$ cat src/rtl/trap_pkg.sv
package trap_pkg;

    localparam int XLEN      = 32;
    localparam int IE_W      = 3;
    localparam int SEL_W     = 3;
    localparam int VEC_SHIFT = 5;
    localparam int BASE_LSB  = 8;
    localparam int ID_W      = 3;

    typedef enum logic [ID_W-1:0] {
        CAUSE_RESET = 3'd0,
        CAUSE_BREAK = 3'd1,
        CAUSE_IBUS  = 3'd2,
        CAUSE_WATCH = 3'd3,
        CAUSE_DBUS  = 3'd4,
        CAUSE_DIVZ  = 3'd5,
        CAUSE_IRQ   = 3'd6,
        CAUSE_SCALL = 3'd7
    } cause_e;

    typedef enum logic [SEL_W-1:0] {
        REG_IE   = 3'd0,
        REG_MASK = 3'd1,
        REG_PEND = 3'd2,
        REG_BASE = 3'd3,
        REG_DBASE = 3'd4
    } reg_sel_e;

    typedef struct packed {
        logic   take;
        logic   dbg;
        cause_e id;
    } trap_req_t;

    // Source index in priority order: lower index wins.
    localparam int NSRC = 5;

    function automatic cause_e src_cause(input int idx);
        case (idx)
            0:       return CAUSE_BREAK;
            1:       return CAUSE_DBUS;
            2:       return CAUSE_DIVZ;
            3:       return CAUSE_SCALL;
            default: return CAUSE_IRQ;
        endcase
    endfunction

    function automatic logic [XLEN-1:0] vec_addr(input logic [XLEN-1:0] base,
                                                 input cause_e id);
        logic [XLEN-1:0] off;
        off = {{(XLEN-ID_W){1'b0}}, id} << VEC_SHIFT;
        return base + off;
    endfunction

    function automatic logic [XLEN-1:0] align_base(input logic [XLEN-1:0] v);
        return {v[XLEN-1:BASE_LSB], {BASE_LSB{1'b0}}};
    endfunction

    function automatic logic [IE_W-1:0] ie_on_entry(input logic [IE_W-1:0] ie,
                                                    input logic dbg);
        logic [IE_W-1:0] r;
        r = '0;
        if (dbg) r[2] = ie[0];
        else     r[1] = ie[0];
        return r;
    endfunction

    function automatic logic [IE_W-1:0] ie_on_return(input logic [IE_W-1:0] ie,
                                                     input logic dbg);
        logic [IE_W-1:0] r;
        r    = '0;
        r[0] = dbg ? ie[2] : ie[1];
        return r;
    endfunction

endpackage

$ cat src/rtl/trap_arbiter.sv
module trap_arbiter
    import trap_pkg::*;
(
    input  logic      hit_brk,
    input  logic      hit_dbus,
    input  logic      hit_divz,
    input  logic      hit_scall,
    input  logic      hit_irq,
    output trap_req_t req
);

    logic [NSRC-1:0] hits;

    assign hits = {hit_irq, hit_scall, hit_divz, hit_dbus, hit_brk};

    always_comb begin
        req.take = 1'b0;
        req.dbg  = 1'b0;
        req.id   = CAUSE_RESET;
        // Walk from lowest priority up so the highest-priority hit lands last.
        for (int i = NSRC - 1; i >= 0; i--) begin
            if (hits[i]) begin
                req.take = 1'b1;
                req.id   = src_cause(i);
                req.dbg  = (src_cause(i) == CAUSE_BREAK);
            end
        end
    end

endmodule

$ cat src/rtl/trap_csr.sv
module trap_csr
    import trap_pkg::*;
#(
    parameter int NIRQ = 8
) (
    input  logic             clk,
    input  logic             rst,
    input  logic             csr_we,
    input  logic [SEL_W-1:0] csr_sel,
    input  logic [XLEN-1:0]  csr_wdata,
    output logic [XLEN-1:0]  csr_rdata,
    input  logic [NIRQ-1:0]  irq_lines,
    input  trap_req_t        req,
    input  logic             ret_exc,
    input  logic             ret_brk,
    output logic [IE_W-1:0]  ie_q,
    output logic [XLEN-1:0]  base_q,
    output logic [XLEN-1:0]  dbase_q,
    output logic             irq_hit
);

    reg_sel_e        sel;
    logic [NIRQ-1:0] mask_q;
    logic [NIRQ-1:0] pend_q;
    logic [NIRQ-1:0] pend_clr;
    logic [IE_W-1:0] ie_d;

    assign sel = reg_sel_e'(csr_sel);

    assign pend_clr = (csr_we && sel == REG_PEND) ? csr_wdata[NIRQ-1:0] : '0;

    always_comb begin
        if (req.take)
            ie_d = ie_on_entry(ie_q, req.dbg);
        else if (ret_exc)
            ie_d = ie_on_return(ie_q, 1'b0);
        else if (ret_brk)
            ie_d = ie_on_return(ie_q, 1'b1);
        else if (csr_we && sel == REG_IE)
            ie_d = csr_wdata[IE_W-1:0];
        else
            ie_d = ie_q;
    end

    always_ff @(posedge clk) begin
        if (rst) begin
            ie_q    <= '0;
            mask_q  <= '0;
            pend_q  <= '0;
            base_q  <= '0;
            dbase_q <= '0;
        end else begin
            ie_q   <= ie_d;
            pend_q <= (pend_q & ~pend_clr) | irq_lines;
            if (csr_we && sel == REG_MASK)  mask_q  <= csr_wdata[NIRQ-1:0];
            if (csr_we && sel == REG_BASE)  base_q  <= align_base(csr_wdata);
            if (csr_we && sel == REG_DBASE) dbase_q <= align_base(csr_wdata);
        end
    end

    always_comb begin
        case (sel)
            REG_IE:    csr_rdata = {{(XLEN-IE_W){1'b0}}, ie_q};
            REG_MASK:  csr_rdata = {{(XLEN-NIRQ){1'b0}}, mask_q};
            REG_PEND:  csr_rdata = {{(XLEN-NIRQ){1'b0}}, pend_q};
            REG_BASE:  csr_rdata = base_q;
            REG_DBASE: csr_rdata = dbase_q;
            default:   csr_rdata = '0;
        endcase
    end

    assign irq_hit = ie_q[0] && (|(pend_q & mask_q));

endmodule

$ cat src/rtl/trap_redirect.sv
module trap_redirect
    import trap_pkg::*;
(
    input  logic            clk,
    input  logic            rst,
    input  trap_req_t       req,
    input  logic [XLEN-1:0] base_q,
    input  logic [XLEN-1:0] dbase_q,
    input  logic [XLEN-1:0] cur_pc,
    output logic            redir_valid,
    output logic [XLEN-1:0] redir_pc,
    output logic [ID_W-1:0] redir_cause,
    output logic            save_exc_we,
    output logic            save_brk_we,
    output logic [XLEN-1:0] save_pc
);

    logic [XLEN-1:0] target;

    assign target = vec_addr(req.dbg ? dbase_q : base_q, req.id);

    always_ff @(posedge clk) begin
        if (rst) begin
            redir_valid <= 1'b0;
            redir_pc    <= '0;
            redir_cause <= '0;
            save_exc_we <= 1'b0;
            save_brk_we <= 1'b0;
            save_pc     <= '0;
        end else begin
            redir_valid <= req.take;
            save_exc_we <= req.take && !req.dbg;
            save_brk_we <= req.take && req.dbg;
            if (req.take) begin
                redir_pc    <= target;
                redir_cause <= req.id;
                save_pc     <= cur_pc;
            end
        end
    end

endmodule

$ cat src/rtl/trap_unit.sv
module trap_unit
    import trap_pkg::*;
#(
    parameter int NIRQ = 8
) (
    input  logic        clk,
    input  logic        rst,
    input  logic [31:0] cur_pc,
    input  logic        ev_brk,
    input  logic        ev_dbus,
    input  logic        ev_scall,
    input  logic        div_op,
    input  logic [31:0] divisor,
    output logic        div_wr_en,
    input  logic [NIRQ-1:0] irq_lines,
    input  logic        ret_exc,
    input  logic        ret_brk,
    input  logic        csr_we,
    input  logic [2:0]  csr_sel,
    input  logic [31:0] csr_wdata,
    output logic [31:0] csr_rdata,
    output logic        redir_valid,
    output logic [31:0] redir_pc,
    output logic [2:0]  redir_cause,
    output logic        save_exc_we,
    output logic        save_brk_we,
    output logic [31:0] save_pc
);

    trap_req_t       req;
    logic            divz_hit;
    logic            irq_hit;
    logic [IE_W-1:0] ie_q;
    logic [XLEN-1:0] base_q;
    logic [XLEN-1:0] dbase_q;

    assign divz_hit  = div_op && (divisor == '0);
    assign div_wr_en = div_op && !divz_hit;

    trap_arbiter u_arb (
        .hit_brk   (ev_brk),
        .hit_dbus  (ev_dbus),
        .hit_divz  (divz_hit),
        .hit_scall (ev_scall),
        .hit_irq   (irq_hit),
        .req       (req)
    );

    trap_csr #(.NIRQ(NIRQ)) u_csr (
        .clk       (clk),
        .rst       (rst),
        .csr_we    (csr_we),
        .csr_sel   (csr_sel),
        .csr_wdata (csr_wdata),
        .csr_rdata (csr_rdata),
        .irq_lines (irq_lines),
        .req       (req),
        .ret_exc   (ret_exc),
        .ret_brk   (ret_brk),
        .ie_q      (ie_q),
        .base_q    (base_q),
        .dbase_q   (dbase_q),
        .irq_hit   (irq_hit)
    );

    trap_redirect u_redir (
        .clk         (clk),
        .rst         (rst),
        .req         (req),
        .base_q      (base_q),
        .dbase_q     (dbase_q),
        .cur_pc      (cur_pc),
        .redir_valid (redir_valid),
        .redir_pc    (redir_pc),
        .redir_cause (redir_cause),
        .save_exc_we (save_exc_we),
        .save_brk_we (save_brk_we),
        .save_pc     (save_pc)
    );

endmodule

$ cat config.mk
export PLATFORM = sky130hd
export DESIGN_NAME = trap_unit
export DESIGN_NICKNAME = d
export VERILOG_FILES = /design/src/rtl/trap_pkg.sv /design/src/rtl/trap_arbiter.sv /design/src/rtl/trap_csr.sv /design/src/rtl/trap_redirect.sv /design/src/rtl/trap_unit.sv
export SDC_FILE = /design/constraint.sdc
export NUM_CORES = 1
export LEC_CHECK = 0
export ABC_AREA = 0
export CAP_MARGIN = 5
export CORE_UTILIZATION = 60
export CTS_BUF_LIST = sky130_fd_sc_hd__clkbuf_4 sky130_fd_sc_hd__clkbuf_8
export DETAILED_ROUTE_END_ITERATION = 16
export DONT_BUFFER_PORTS = 1
export PLACE_DENSITY_LB_ADDON = 0.1
export RECOVER_POWER = 25
export SLEW_MARGIN = 10
export SYNTH_ARGS = -nofsm -noshare
export SYNTH_HDL_FRONTEND = slang
export SYNTH_SLANG_ARGS = --single-unit
$ cat constraint.sdc
create_clock -name clk -period 2.4 [get_ports clk]
set_input_delay 0.12 -clock clk [delete_from_list [all_inputs] [get_ports clk]]
set_output_delay 0.12 -clock clk [all_outputs]
set_load 0.02 [all_outputs]
==> flow_summary.json, run 1 <==
{
  "grt_max_degree": 114,
  "avgSynthCellArea_um2": 8.23,
  "critPathCaptureType": "register",
  "vias": 5475,
  "final_nets": 865,
  "cts_buffer_depth": 2,
  "gp_congestion": 0.815,
  "portBuffers": 0,
  "syn2layout_area_growth_pct": 24.0,
  "final_cell_mix": "nand2_1 (136), dfxtp_1 (129), a21oi_1 (119)",
  "yosys_register_bits": 129,
  "timing.final.crit_period_ps": 2340,
  "die-area_um2": 9760,
  "fillers": 580,
  "fin_cells": 870,
  "clk_pin_slew_ps": 80,
  "dp_cells": 740,
  "maxCapViolations": 0,
  "synth-edff-count": 0,
  "ios": 219,
  "cts_made_buffers": 17,
  "drt_first_pass_iters": 5,
  "layout_commonest_cell": "nand2_1",
  "dpl_worst_slack_ps": 319,
  "drt_iter0_drc": 327,
  "final.period_utilization": 0.976,
  "die_h_um": 98.8,
  "required_ps": 2790,
  "cts_tree": "done",
  "fmax_ghz": 0.427,
  "grt.overflow.total": 0,
  "layout-drive-gt1-share": 0.0932,
  "initial_core_util": 0.632,
  "slew_violations": 0,
  "yosysSeqAreaShare": 0.459,
  "worstSetupPathType": "register to register",
  "postSynthCellCount": 683,
  "dieWidth_um": 98.8,
  "cp_max_fo": 13,
  "ant_nets": 0,
  "hold_class": "input port to register",
  "cp_slowest_cell": "dlygate4sd3_1",
  "yosys_warnings": 0,
  "finalSetupViolCount": 0,
  "power.density_nw_per_um2": 671,
  "htreeDepth": 4,
  "n_antenna_cell": 0,
  "grt_pass1_vias": 5286,
  "cp.arrival_ps": 2730,
  "finalClockSkew_ps": 13.1,
  "drc": 0,
  "root_buffer": "clkbuf_8",
  "timing.critical_path.slowest_cell_delay_ps": 600,
  "finalHoldViolCount": 0,
  "antenna_found_initial": 0,
  "grtUsageTotal": 0.344,
  "fin_ws_ps": 58.7,
  "cts.sinks": 129,
  "num_rows": 34,
  "place.detailed.hpwl_mm": 9.49,
  "tightestPinTransition_ps": 1310,
  "fin_hold_ws_ps": 43.3,
  "vias_per_cell": 6.29,
  "syn_area_um2": 5620,
  "critPathLaunchType": "register",
  "coreArea_um2": 8890,
  "clk_latency_ps": 440,
  "ys_types": 41,
  "ir_worst_vdd_mv": 0.418,
  "rsz0062_at_grt": "true",
  "status": "completed",
  "grt_pass1_wl_mm": 26.2,
  "maxSlewHeadroom": 0.129,
  "routed_wl_mm": 17.3,
  "wl_per_cell_um": 19.8,
  "synth-main-ff-cell": "dfxtp_1",
  "crit_chain": "a22oi_2 > a41oi_4 > a311oi_4 > buf_12 > a21oi_1 > a221oi_2 > dlygate4sd3_1",
  "async_flop_share": 0,
  "p_leak_uw": 0.00240
}
## flip-flops by register name (all words and copies together) (netlist names)
name                 count
u_redir.save_brk_we      1
u_redir.save_exc_we      1
u_csr.mask_q             8
u_csr.dbase_q           24
u_csr.ie_q               3
u_redir.save_pc         32
u_csr.base_q            24
u_redir.redir_cause      2
u_redir.redir_valid      1
u_csr.pend_q             8
u_redir.redir_pc        25
## stage by stage
step	total power [uW]	area [um^2]	TNS, ps	utilization
3_3_place_gp	2660	5560	0	0.626
3_5_place_dp	2670	5560	0	0.626
2_1_floorplan	2670	5640	0	-
6_report	4680	6970	0	0.784
5_1_grt	4830	6970	-56.6	0.784
4_1_cts	4670	6950	0	0.781
## repair_timing
item / CTS / global route
hold endpoints to repair: 129 / 0
buffers inserted: 0 / 2
resized for setup: 0 / 1
hold buffers: 95 / 0
endpoints found under the setup margin: 0 / 4
## kinds of logic after synthesis
| kind of cell | Yosys count | synth area share |
|---|---|---|
| simple gates | 230 | 0.177 |
| flops | 129 | 0.459 |
| mux | 12 | 0.0214 |
| compound gates | 219 | 0.267 |
| other cells | 1 | 0.000667 |
| buf+inv | 92 | 0.0744 |
## final timing paths
| path | start | to | slack (ps) | depth (start not counted) |
|---|---|---|---|---|
| worst max-delay path | u_csr.pend_q[6] | u_redir.redir_pc[26] | 60 | 7 |
| worst min-delay path | ev_brk | u_redir.save_exc_we | 40 | 2 |
| worst max register to register | u_csr.pend_q[6] | u_redir.redir_pc[26] | 60 | 7 |
| worst min register to register | u_csr.dbase_q[20] | u_csr.dbase_q[20] | 470 | 2 |
## power breakdown
group	leakage (uW)	internal [uW]	switching, uW
Combinational	0.00115	208	238
Sequential	0.00106	2230	148
Clock	0.000190	948	907
Total	0.00240	3380	1290
## area by class of cell
class                   instances  area (um^2)  share of cell area
inverters                      25         93.8              0.0135
clock buffers                  18          241              0.0347
clock inverters                14          156              0.0224
multi-input cells             466         2640               0.378
flip-flops and latches        129         2580               0.371
well taps                     108          135              0.0194
repair buffers                110         1120               0.161
## critical path: cells and delay by family (launching register included)
kind	cells	cell delay (ps)
AO/OA/AOI/OAI	5	1140
buffers and inverters	2	800
flip-flops	1	340
## cell usage after synthesis (all sizes together), types with 2 or more instances
master / count / area, um^2
nand2: 136 / 510
dfxtp: 129 / 2580
a21oi: 119 / 596
clkbuf: 42 / 159
nand3: 33 / 165
o21ai: 33 / 165
nor2: 31 / 116
buf: 25 / 165
inv: 25 / 93.8
a221oi: 24 / 317
a22o: 24 / 210
mux2i: 12 / 120
nor4: 12 / 75.1
a22oi: 9 / 87.6
nor3: 4 / 25.0
nor2b: 3 / 18.8
nor3b: 3 / 27.5
and2: 2 / 12.5
and4: 2 / 17.5
o31ai: 2 / 15.0
## metal layers
metal	vias up	track usage	wire, um	part of all wire
met1	2605	0.379	6370	0.37
met5	-	0	0	0
met2	299	0.603	8690	0.50
met3	55	0.114	1710	0.099
met4	0	0.153	486	0.028
li1	2516	-	-	-
No activity file was read; power rests on OpenSTA's default activity.
==> run 2: changes to the inputs <==
Settings changed: CORE_ASPECT_RATIO set to 0.9.
==> flow_summary.json, run 2 (synthesis results as in run 1) <==
{
  "vias": 5364,
  "grt.overflow.total": 0,
  "r2r_slack_ps": 70,
  "finalSetupViolCount": 0,
  "dieWidth_um": 104,
  "htreeDepth": 4,
  "wl_per_cell_um": 19.1,
  "postCtsHoldBufs": 88,
  "dpl_worst_slack_ps": 268,
  "critPathCaptureType": "register",
  "worstSetupPathType": "register to register",
  "maxSlewHeadroom": 0.332,
  "portBuffers": 0,
  "initial_core_util": 0.619,
  "cts_resized": 0,
  "clk_latency_ps": 430,
  "crit_chain": "a22oi_2 > a41oi_4 > or3_1 > o21ai_0 > a21oi_1",
  "top_regs": "u_redir.save_pc: 32 flops, u_redir.redir_pc: 25 flops",
  "cts_setup_buffers": 0,
  "grt_pass1_vias": 5242,
  "finalClockSkew_ps": 16.6,
  "layout-drive-gt1-share": 0.0930,
  "routed_wl_mm": 16.7,
  "final.period_utilization": 0.970,
  "cts_buffer_depth": 2,
  "status": "completed",
  "timing.critical_path.slowest_cell_delay_ps": 790,
  "required_ps": 2690,
  "cts_tree": "done",
  "grt_max_degree": 109,
  "crit_family": "compound AO/OA/AOI/OAI gates",
  "p_leak_uw": 0.00240,
  "syn2layout_area_growth_pct": 23.6,
  "cts_made_buffers": 17,
  "hold_class": "input port to register",
  "setup_tns_ps": 0,
  "die_h_um": 93.8,
  "n_antenna_cell": 0,
  "utilization": 0.765,
  "largest_reg_flops": 32,
  "ant_nets": 0,
  "fin_ws_ps": 71.8,
  "drt_first_pass_iters": 5,
  "maxCapViolations": 0,
  "timing.final.crit_period_ps": 2330,
  "ios": 219,
  "cp_max_fo": 33,
  "drc": 0,
  "power.density_nw_per_um2": 714,
  "grt_pass1_wl_mm": 25.5,
  "dp_cells": 755,
  "rsz0062_at_grt": "false",
  "top_register": "u_redir.save_pc",
  "clk_pin_slew_ps": 80,
  "num_rows": 33,
  "fin_cells": 875,
  "total_power_uw": 4960,
  "drt_iter0_drc": 304,
  "die-area_um2": 9760,
  "final_cell_mix": "nand2_1 (136), dfxtp_1 (129), a21oi_1 (119)",
  "cp.arrival_ps": 2620,
  "gp_congestion": 0.845,
  "finalHoldViolCount": 0,
  "critPathLaunchType": "register",
  "root_buffer": "clkbuf_8",
  "grtUsageTotal": 0.333,
  "cts.sinks": 129,
  "place.detailed.hpwl_mm": 9.35,
  "layout_commonest_cell": "nand2_1",
  "critical_path_buf_inv_count": 0,
  "slew_violations": 0,
  "antenna_found_initial": 0,
  "ir_worst_vdd_mv": 0.468,
  "fmax_ghz": 0.430,
  "coreArea_um2": 9080,
  "cp_slowest_cell": "or3_1",
  "vias_per_cell": 6.13,
  "tightestPinTransition_ps": 1000,
  "final_nets": 856
}
[run 2: changes by cell type in the layout (fill, tap and decap cells not counted), sizes merged]
cell         delta
clkinvlp        -1
dlygate4sd3     -7
inv             -3
clkbuf          -1
bufinv          +3
[run 2: layout make-up]
class	count	area, um^2
tap	122	153
multi-input combinational	466	2640
inverter	25	93.8
fill	645	2140
sequential	129	2580
clock buffer	19	255
clock inverter	13	209
timing repair buffer	101	1020
[run 2: worst paths after layout]
check                                      start                   to  cells past startpoint
worst min register to register  u_csr.dbase_q[8]     u_csr.dbase_q[8]                      2
worst max-delay path             u_csr.pend_q[2]  u_redir.save_pc[10]                      5
worst max register to register   u_csr.pend_q[2]  u_redir.save_pc[10]                      5
worst min-delay path                csr_wdata[1]        u_csr.ie_q[1]                      3
[run 2: report_power, final]
part / switching, uW / internal, uW / leakage (uW)
registers: 146 / 2230 / 0.00106
logic: 231 / 193 / 0.00112
clock network: 883 / 1280 / 0.000226
[run 2: stage by stage]
stage	hold slack [ps]	area, um^2
2_1_floorplan	199	5640
3_3_place_gp	197	5590
3_5_place_dp	200	5590
4_1_cts	36.6	6970
5_1_grt	55.5	6950
6_report	50.4	6950
[run 2: layer usage]
metal / wire length [um] / part of all wire / vias up / track usage
li1: - / - / 2495 / -
met1: 6300 / 0.38 / 2542 / 0.371
met2: 8510 / 0.51 / 288 / 0.603
met3: 1410 / 0.085 / 39 / 0.0804
met4: 446 / 0.027 / 0 / 0.151
met5: 0 / 0 / - / 0
[run 2: worst min-delay path: stages]
cell and delay (ps):
nand2_1 70, a2111oi_2 70, o32a_1 160
